$ cat src/rtl/irq_seq_pkg.sv
package irq_seq_pkg;

    typedef enum logic [1:0] {
        SEQ_IDLE = 2'd0,
        SEQ_PUSH = 2'd1,
        SEQ_JUMP = 2'd2
    } seq_state_e;

    localparam int unsigned DEF_NUM_SRC = 25;
    localparam int unsigned DEF_PC_W    = 16;
    localparam int unsigned DEF_STRIDE  = 2;

    // handler address for a zero-based request index
    function automatic int unsigned handler_addr(input int unsigned idx,
                                                 input int unsigned stride);
        return (idx + 1) * stride;
    endfunction

endpackage

$ cat src/rtl/irq_prio_enc.sv
module irq_prio_enc #(
    parameter int unsigned N  = 25,
    parameter int unsigned IW = $clog2(N)
) (
    input  logic [N-1:0]  req,
    output logic          hit,
    output logic [IW-1:0] idx
);
    always_comb begin
        hit = |req;
        idx = '0;
        // scan from the top so the lowest set bit is left last
        for (int i = N - 1; i >= 0; i--) begin
            if (req[i]) idx = IW'(i);
        end
    end
endmodule

$ cat src/rtl/irq_gie_ctrl.sv
module irq_gie_ctrl (
    input  logic clk,
    input  logic rst,
    input  logic take,
    input  logic busy,
    input  logic reti_done,
    input  logic insn_done,
    input  logic sw_set,
    input  logic sw_clr,
    output logic gie,
    output logic hold
);
    always_ff @(posedge clk) begin
        if (rst) begin
            gie  <= 1'b0;
            hold <= 1'b0;
        end else begin
            if (take) begin
                gie <= 1'b0;
            end else if (!busy) begin
                if (reti_done)   gie <= 1'b1;
                else if (sw_clr) gie <= 1'b0;
                else if (sw_set) gie <= 1'b1;
            end

            if (reti_done && !busy)   hold <= 1'b1;
            else if (insn_done)       hold <= 1'b0;
        end
    end
endmodule

$ cat src/rtl/irq_entry_fsm.sv
module irq_entry_fsm
    import irq_seq_pkg::*;
#(
    parameter int unsigned N      = 25,
    parameter int unsigned IW     = $clog2(N),
    parameter int unsigned PC_W   = 16,
    parameter int unsigned STRIDE = 2
) (
    input  logic            clk,
    input  logic            rst,
    input  logic            take,
    input  logic [IW-1:0]   win_idx,
    input  logic [PC_W-1:0] pc_in,
    output logic            busy,
    output logic            push_pc,
    output logic [PC_W-1:0] push_val,
    output logic            redirect,
    output logic [PC_W-1:0] vec_addr,
    output logic [N-1:0]    ack
);
    seq_state_e      state;
    logic [IW-1:0]   idx_q;
    logic [PC_W-1:0] pc_q;

    always_ff @(posedge clk) begin
        if (rst) begin
            state <= SEQ_IDLE;
            idx_q <= '0;
            pc_q  <= '0;
        end else begin
            unique case (state)
                SEQ_IDLE: if (take) begin
                    state <= SEQ_PUSH;
                    idx_q <= win_idx;
                    pc_q  <= pc_in;
                end
                SEQ_PUSH: state <= SEQ_JUMP;
                SEQ_JUMP: state <= SEQ_IDLE;
                default:  state <= SEQ_IDLE;
            endcase
        end
    end

    assign busy     = (state != SEQ_IDLE);
    assign push_pc  = (state == SEQ_PUSH);
    assign push_val = push_pc ? pc_q : '0;
    assign redirect = (state == SEQ_JUMP);
    assign vec_addr = redirect ? PC_W'(handler_addr(32'(idx_q), STRIDE)) : '0;

    for (genvar g = 0; g < N; g++) begin : g_ack
        assign ack[g] = redirect && (idx_q == IW'(g));
    end
endmodule

$ cat src/rtl/irq_sequencer.sv
module irq_sequencer
    import irq_seq_pkg::*;
#(
    parameter int unsigned NUM_SRC = DEF_NUM_SRC,
    parameter int unsigned PC_W    = DEF_PC_W,
    parameter int unsigned STRIDE  = DEF_STRIDE
) (
    input  logic               clk,
    input  logic               rst,
    input  logic [NUM_SRC-1:0] irq_req,
    input  logic               insn_done,
    input  logic [PC_W-1:0]    pc_in,
    input  logic               reti_done,
    input  logic               sw_gie_set,
    input  logic               sw_gie_clr,
    output logic               gie,
    output logic               push_pc,
    output logic [PC_W-1:0]    push_val,
    output logic               redirect,
    output logic [PC_W-1:0]    vec_addr,
    output logic [NUM_SRC-1:0] irq_ack
);
    localparam int unsigned IW = $clog2(NUM_SRC);

    logic          hit;
    logic [IW-1:0] win_idx;
    logic          busy;
    logic          hold;
    logic          take;

    irq_prio_enc #(.N(NUM_SRC), .IW(IW)) u_enc (
        .req (irq_req),
        .hit (hit),
        .idx (win_idx)
    );

    assign take = !busy && gie && hit && insn_done && !hold && !reti_done;

    irq_gie_ctrl u_gie (
        .clk       (clk),
        .rst       (rst),
        .take      (take),
        .busy      (busy),
        .reti_done (reti_done),
        .insn_done (insn_done),
        .sw_set    (sw_gie_set),
        .sw_clr    (sw_gie_clr),
        .gie       (gie),
        .hold      (hold)
    );

    irq_entry_fsm #(.N(NUM_SRC), .IW(IW), .PC_W(PC_W), .STRIDE(STRIDE)) u_fsm (
        .clk      (clk),
        .rst      (rst),
        .take     (take),
        .win_idx  (win_idx),
        .pc_in    (pc_in),
        .busy     (busy),
        .push_pc  (push_pc),
        .push_val (push_val),
        .redirect (redirect),
        .vec_addr (vec_addr),
        .ack      (irq_ack)
    );
endmodule

$ cat config.mk
export PLATFORM = sky130hd
export DESIGN_NAME = irq_sequencer
export DESIGN_NICKNAME = d
export VERILOG_FILES = /design/src/rtl/irq_seq_pkg.sv /design/src/rtl/irq_prio_enc.sv /design/src/rtl/irq_gie_ctrl.sv /design/src/rtl/irq_entry_fsm.sv /design/src/rtl/irq_sequencer.sv
export SDC_FILE = /design/constraint.sdc
export NUM_CORES = 1
export LEC_CHECK = 0
export ABC_AREA = 1
export BUFFER_PORTS_ARGS = -buffer_cell sky130_fd_sc_hd__buf_2
export CAP_MARGIN = 10
export CORE_UTILIZATION = 40
export DETAILED_ROUTE_END_ITERATION = 8
export GPL_TIMING_DRIVEN = 0
export PLACE_DENSITY = 0.87
export SLEW_MARGIN = 20
export SYNTH_ARGS = -nofsm -noshare
export SYNTH_HDL_FRONTEND = slang
export SYNTH_SLANG_ARGS = --single-unit
$ cat constraint.sdc
create_clock -name clk -period 2.1 [get_ports clk]
set_input_delay 0.105 -clock clk [delete_from_list [all_inputs] [get_ports clk]]
set_output_delay 0.105 -clock clk [all_outputs]
set_load 0.03 [all_outputs]
# After elaboration in Yosys (flattened, before gate mapping)
# Cells that the tools add are included.
[op_classes]
add_sub_neg = 1
eq_ne = 27
muxes = 34
n_bitwise = 1
reduce_logical = 43
[ops]
columns = ["cell", "count"]
rows = [
  ["$mux 5", 25],
  ["$eq 5x5->1 const B", 9],
  ["$eq 5x4->1 const B", 8],
  ["$mux 16", 2],
  ["$logic_and 1x1->1", 31],
  ["$reduce_or 25->1", 1],
  ["$eq 5x3->1 const B", 4],
  ["$eq 5x2->1 const B", 2],
  ["$add 5x1->6 const B", 1],
  ["$eq 5x1->1 const B", 1],
  ["$logic_not 5->1", 1],
  ["$mux 1", 5],
  ["$pmux 2 s2", 1],
  ["$reduce_and 2->1", 2],
  ["$reduce_bool 2->1", 2],
  ["$logic_not 1->1", 3],
  ["$reduce_bool 3->1", 1],
  ["$eq 2x1->1 const B", 1],
  ["$eq 2x2->1 const B", 1],
  ["$logic_not 2->1", 1],
  ["$mux 2", 1],
  ["$ne 2x2->1 const B", 1],
  ["$reduce_or 2->1", 1],
  ["$not 1->1", 1],
]
[word_totals]
regBits = 25
input_bits = 47
word_cells = 111

# Longest topological paths before layout
[depth]
word_depth = 25
depth_mapped = 25
mapped_depth_nobuf = 25

# By module
# A second synthesis with hierarchy kept.
[unflattened]
hier_cells = 366
area_unflattened_um2 = 2084.5
[modules_own_cells]
columns = ["module", "instances", "cells_per_inst", "area_per_inst_um2", "seq_area_each_um2"]
rows = [
  ["irq_entry_fsm", 1, 262, 1585.3, 460.4],
  ["irq_prio_enc", 1, 80, 360.3, 0.0],
  ["irq_gie_ctrl", 1, 17, 110.1, 40.0],
  ["irq_sequencer", 1, 7, 28.8, 0.0],
]

# Worst setup path after synthesis
# OpenSTA, ideal clock, no wires.
[synth_path]
kind = "register -> output"
start = "register u_fsm.state[1]"
end = "output irq_ack[11]"
arrival_ps = 2053
setup_slack_ps = -58
path_stages_with_launch = 7
n_path_buf = 0
path_cell_list = "dfxtp_1 > inv_1 > nor2_1 > inv_1 > nor2_1 > inv_1 > nor3_1"
[synth_between]
elab_chain_len = 2
[synth_rtl]
columns = ["element", "line_no", "text"]
rows = [
  ["start: declaration", "irq_entry_fsm.sv:21", "seq_state_e state;"],
  ["start signal: assignment", "irq_entry_fsm.sv:27", "state <= SEQ_IDLE;"],
  ["start signal: assignment", "irq_entry_fsm.sv:33", "state <= SEQ_PUSH;"],
  ["start signal: assignment", "irq_entry_fsm.sv:37", "SEQ_PUSH: state <= SEQ_JUMP;"],
  ["$eq 2x2->1", "irq_entry_fsm.sv:47", "assign redirect = (state == SEQ_JUMP);"],
  ["net redirect", "irq_sequencer.sv:19", "output logic redirect,"],
  ["$logic_and 1x1->1", "irq_entry_fsm.sv:51", "assign ack[g] = redirect && (idx_q == IW'(g));"],
  ["end: declaration", "irq_sequencer.sv:21", "output logic [NUM_SRC-1:0] irq_ack"],
]
# The timed path passes the listed nets, and every way through them passes these cells.

# Worst setup path in the final report
[layout_path]
start = "register u_fsm.state[1]"
end = "output irq_ack[3]"
[layout_between]
elab_chain_len = 2
[layout_rtl]
columns = ["element", "line_no"]
rows = [
  ["$eq 2x2->1", "irq_entry_fsm.sv:47"],
  ["$logic_and 1x1->1", "irq_entry_fsm.sv:51"],
]
# Every way passes these cells.

==> flow_metrics.env <==
export IMPL_slew_violations=0
export IMPL_h_tree_depth=1
export IMPL_drive_gt1_share_pct=31.4
export IMPL_clock_path_buffers=2
export IMPL_vias=1909
export IMPL_cts_buffers=3
export IMPL_post_drt_wl_per_cell_um=8.85
export IMPL_clk_pin_slew_worst_paths_ns=0.09
export IMPL_cp_cell_sequence="inv_1 -> nor2_1 -> inv_1 -> nor2_2 -> inv_1 -> nor3_1 -> buf_2"
export IMPL_worst_clock_skew_ns=0.00485
export IMPL_grt_pass1_vias=1629
export IMPL_start_kind="register"
export IMPL_dieWidth_um=67.0
export IMPL_post_cts_resize_count=0
export IMPL_die_h_um=67.0
export IMPL_viasPerCell=4.29
export IMPL_place_area_um2=2270
export IMPL_syn_cell_area_um2=1690
export IMPL_finalNonFillerCells=445
export IMPL_rsz0062_at_grt="no"
export IMPL_drc=0
export IMPL_arrival_ns=1.76
export IMPL_synth_cells=286
export IMPL_io_pins=107
export IMPL_required_ns=2.00
export IMPL_diodes=0
export IMPL_post_cts_buffers=0
export IMPL_grt_antenna_before_repair=0
export IMPL_rows=23
export IMPL_cts_hold_buf=0
export IMPL_fin_crit_ns=1.87
export IMPL_synth_cell_types=28
export IMPL_crit_top_cell="inv_1"
export IMPL_total_power_mw=0.951
export IMPL_dieArea_um2=4490
export IMPL_core_um2=4030
export IMPL_yosysWarnings=0
export IMPL_crit_path_top_delay_cell="dfxtp_1"
export IMPL_powerDensity_nw_per_um2=409
export IMPL_p_int_mw=0.695
export IMPL_clkPwrFrac_pct=28.9
export IMPL_port_buffers=96
export IMPL_grt_pass1_wl_um=6520
export IMPL_drv_cap=0
export IMPL_fin_util_pct=57.7
export IMPL_hp_class="in2reg"
export IMPL_cts_tree="built"
export IMPL_placedCellCount=441
export IMPL_swShare_pct=26.9
export IMPL_grt_max_degree=15
export IMPL_syn2layout_area_growth_pct=37.4
export IMPL_clkSinkCount=25
export IMPL_place_hpwl_um=3340
export IMPL_hold_viol_final=0
export IMPL_wl_um=3940
export IMPL_gr_usage_all_layers_pct=18.4
export IMPL_power_leakage_nw=1.26
export IMPL_drt_initial_drc_count=43
export IMPL_stdcell_area_um2=2320
export IMPL_clk_latency_ns=0.26
export IMPL_p_sw_mw=0.256
export IMPL_slowest_delay_ns=0.35
export IMPL_nNetsFinal=448
export IMPL_pwr_share_seq_pct=51.7
export IMPL_gp_congestion=0.750
export IMPL_start_util_pct=42.0
export IMPL_drtPass1Iterations=4
export IMPL_synth_seq_cells=25
export IMPL_clock_root_buffer="clkbuf_8"
export IMPL_ant_nets=0
export IMPL_peakVddDrop_mv=0.337
export IMPL_grt_overflow=0
export IMPL_tns_ns=0
export IMPL_fmax_ghz=0.535
export IMPL_min_period_over_period_pct=89.0
export IMPL_outcome="complete, no violations"
export IMPL_yosysSeqAreaShare_pct=29.6
export IMPL_endpoint_kind="output pin"
export IMPL_setup_violations_final=0
export IMPL_worstPathMaxFanout=6
export IMPL_pwr_share_comb_pct=19.3
export IMPL_syn_area_per_cell_um2=5.91
export IMPL_worstSetupPathType="reg2out"
[layout make-up]
class                   instances  area [µm²]
fillers                       395        1710
multi-input cells             192         891
flip-flops and latches         25         500
repair buffers                 96         480
inverters                      63         236
plain buffers                  15         106
well taps                      50        62.6
clock buffers                   3        41.3
clock inverters                 1        5.00
[final timing paths]
check	cells after the start	startpoint	end	slack [ns]
worst max-delay path	7	u_fsm.state[1]$_SDFFE_PP0P_	irq_ack[3]	0.23
worst min register to register	2	u_fsm.pc_q[14]$_SDFFE_PP0P_	u_fsm.pc_q[14]$_SDFFE_PP0P_	0.46
worst min-delay path	2	sw_gie_clr	u_gie.gie$_SDFFE_PP0P_	0.02
worst max register to register	8	u_fsm.state[1]$_SDFFE_PP0P_	u_fsm.pc_q[6]$_SDFFE_PP0P_	0.36
[logic make-up after synthesis]
family,share of synthesized area (%)
simple gates,36.5
buf+inv,20.3
compound gates,9.69
flops,29.6
fa+ha+maj,3.70
other cells,0.222
[critical path, delay by kind of cell, from the launching register on]
kind,cells,cell delay (ns)
simple gates,3,0.58
buf+inv,4,0.57
flops,1,0.35
[synth_stat cells (all sizes together)]
library cell  number  share of area, %
dfxtp             25                30
nor4               3               1.8
buf               13               5.8
a221oi             2               1.4
o211ai             1              0.44
nor2              60                14
nand4              1              0.37
or3                1              0.37
inv               62                14
ha                 5               3.7
nor3              11               3.3
clkbuf             2              0.44
nand3              7               2.1
o21ai             22               6.5
nand2             65                15
a21oi              3              0.89
o21a               1              0.44
conb               1              0.22
clkinv             1              0.22
[routing by layer]
metal,GRT usage [%],share of wire [%]
met3,3.94,8.3
met5,0,0
met4,3.99,0.43
met1,21.4,45
met2,33.8,47
[registers in the layout, summed over array words and instances, names as in the netlist]
name / flops
u_gie.gie: 1
u_fsm.pc_q: 16
u_fsm.state: 2
u_gie.hold: 1
u_fsm.idx_q: 5
[layout by cell type (no fill, tap or decap)]
cell / n
nor2_4: 1
inv_2: 2
clkinv_2: 1
buf_6: 1
a221oi_2: 1
nor3_1: 11
a21oi_1: 3
buf_4: 11
o21ai_0: 3
o21ai_1: 19
conb_1: 10
o211ai_1: 1
nand3_1: 7
ha_1: 5
nand2_2: 1
clkbuf_8: 3
a221oi_1: 1
nor4_2: 3
buf_2: 97
dfxtp_1: 25
nor2_2: 3
clkinv_1: 1
o21a_1: 1
or3_1: 1
clkbuf_1: 2
nand4_1: 1
inv_1: 60
nand2_1: 64
nor2_1: 56
[power by group through the flow]
| stage | clock, mW | combinational [mW] | sequential (mW) |
|---|---|---|---|
| after global placement | 0 | 0.180 | 0.502 |
| after detailed placement | 0 | 0.183 | 0.503 |
| after global routing | 0.302 | 0.209 | 0.494 |
| after CTS | 0.290 | 0.184 | 0.492 |
| final | 0.275 | 0.184 | 0.492 |
| after floorplan | 0 | 0.113 | 0.505 |
[stage by stage]
step	hold slack, ns	worst slack (ns)
6_report	0.0178	0.230
2_1_floorplan	0.174	-0.0581
3_3_place_gp	0.291	0.237
3_5_place_dp	0.295	0.197
5_1_grt	0.00934	0.0687
4_1_cts	0.0105	0.157
No activity file was read; power rests on OpenSTA's default activity.
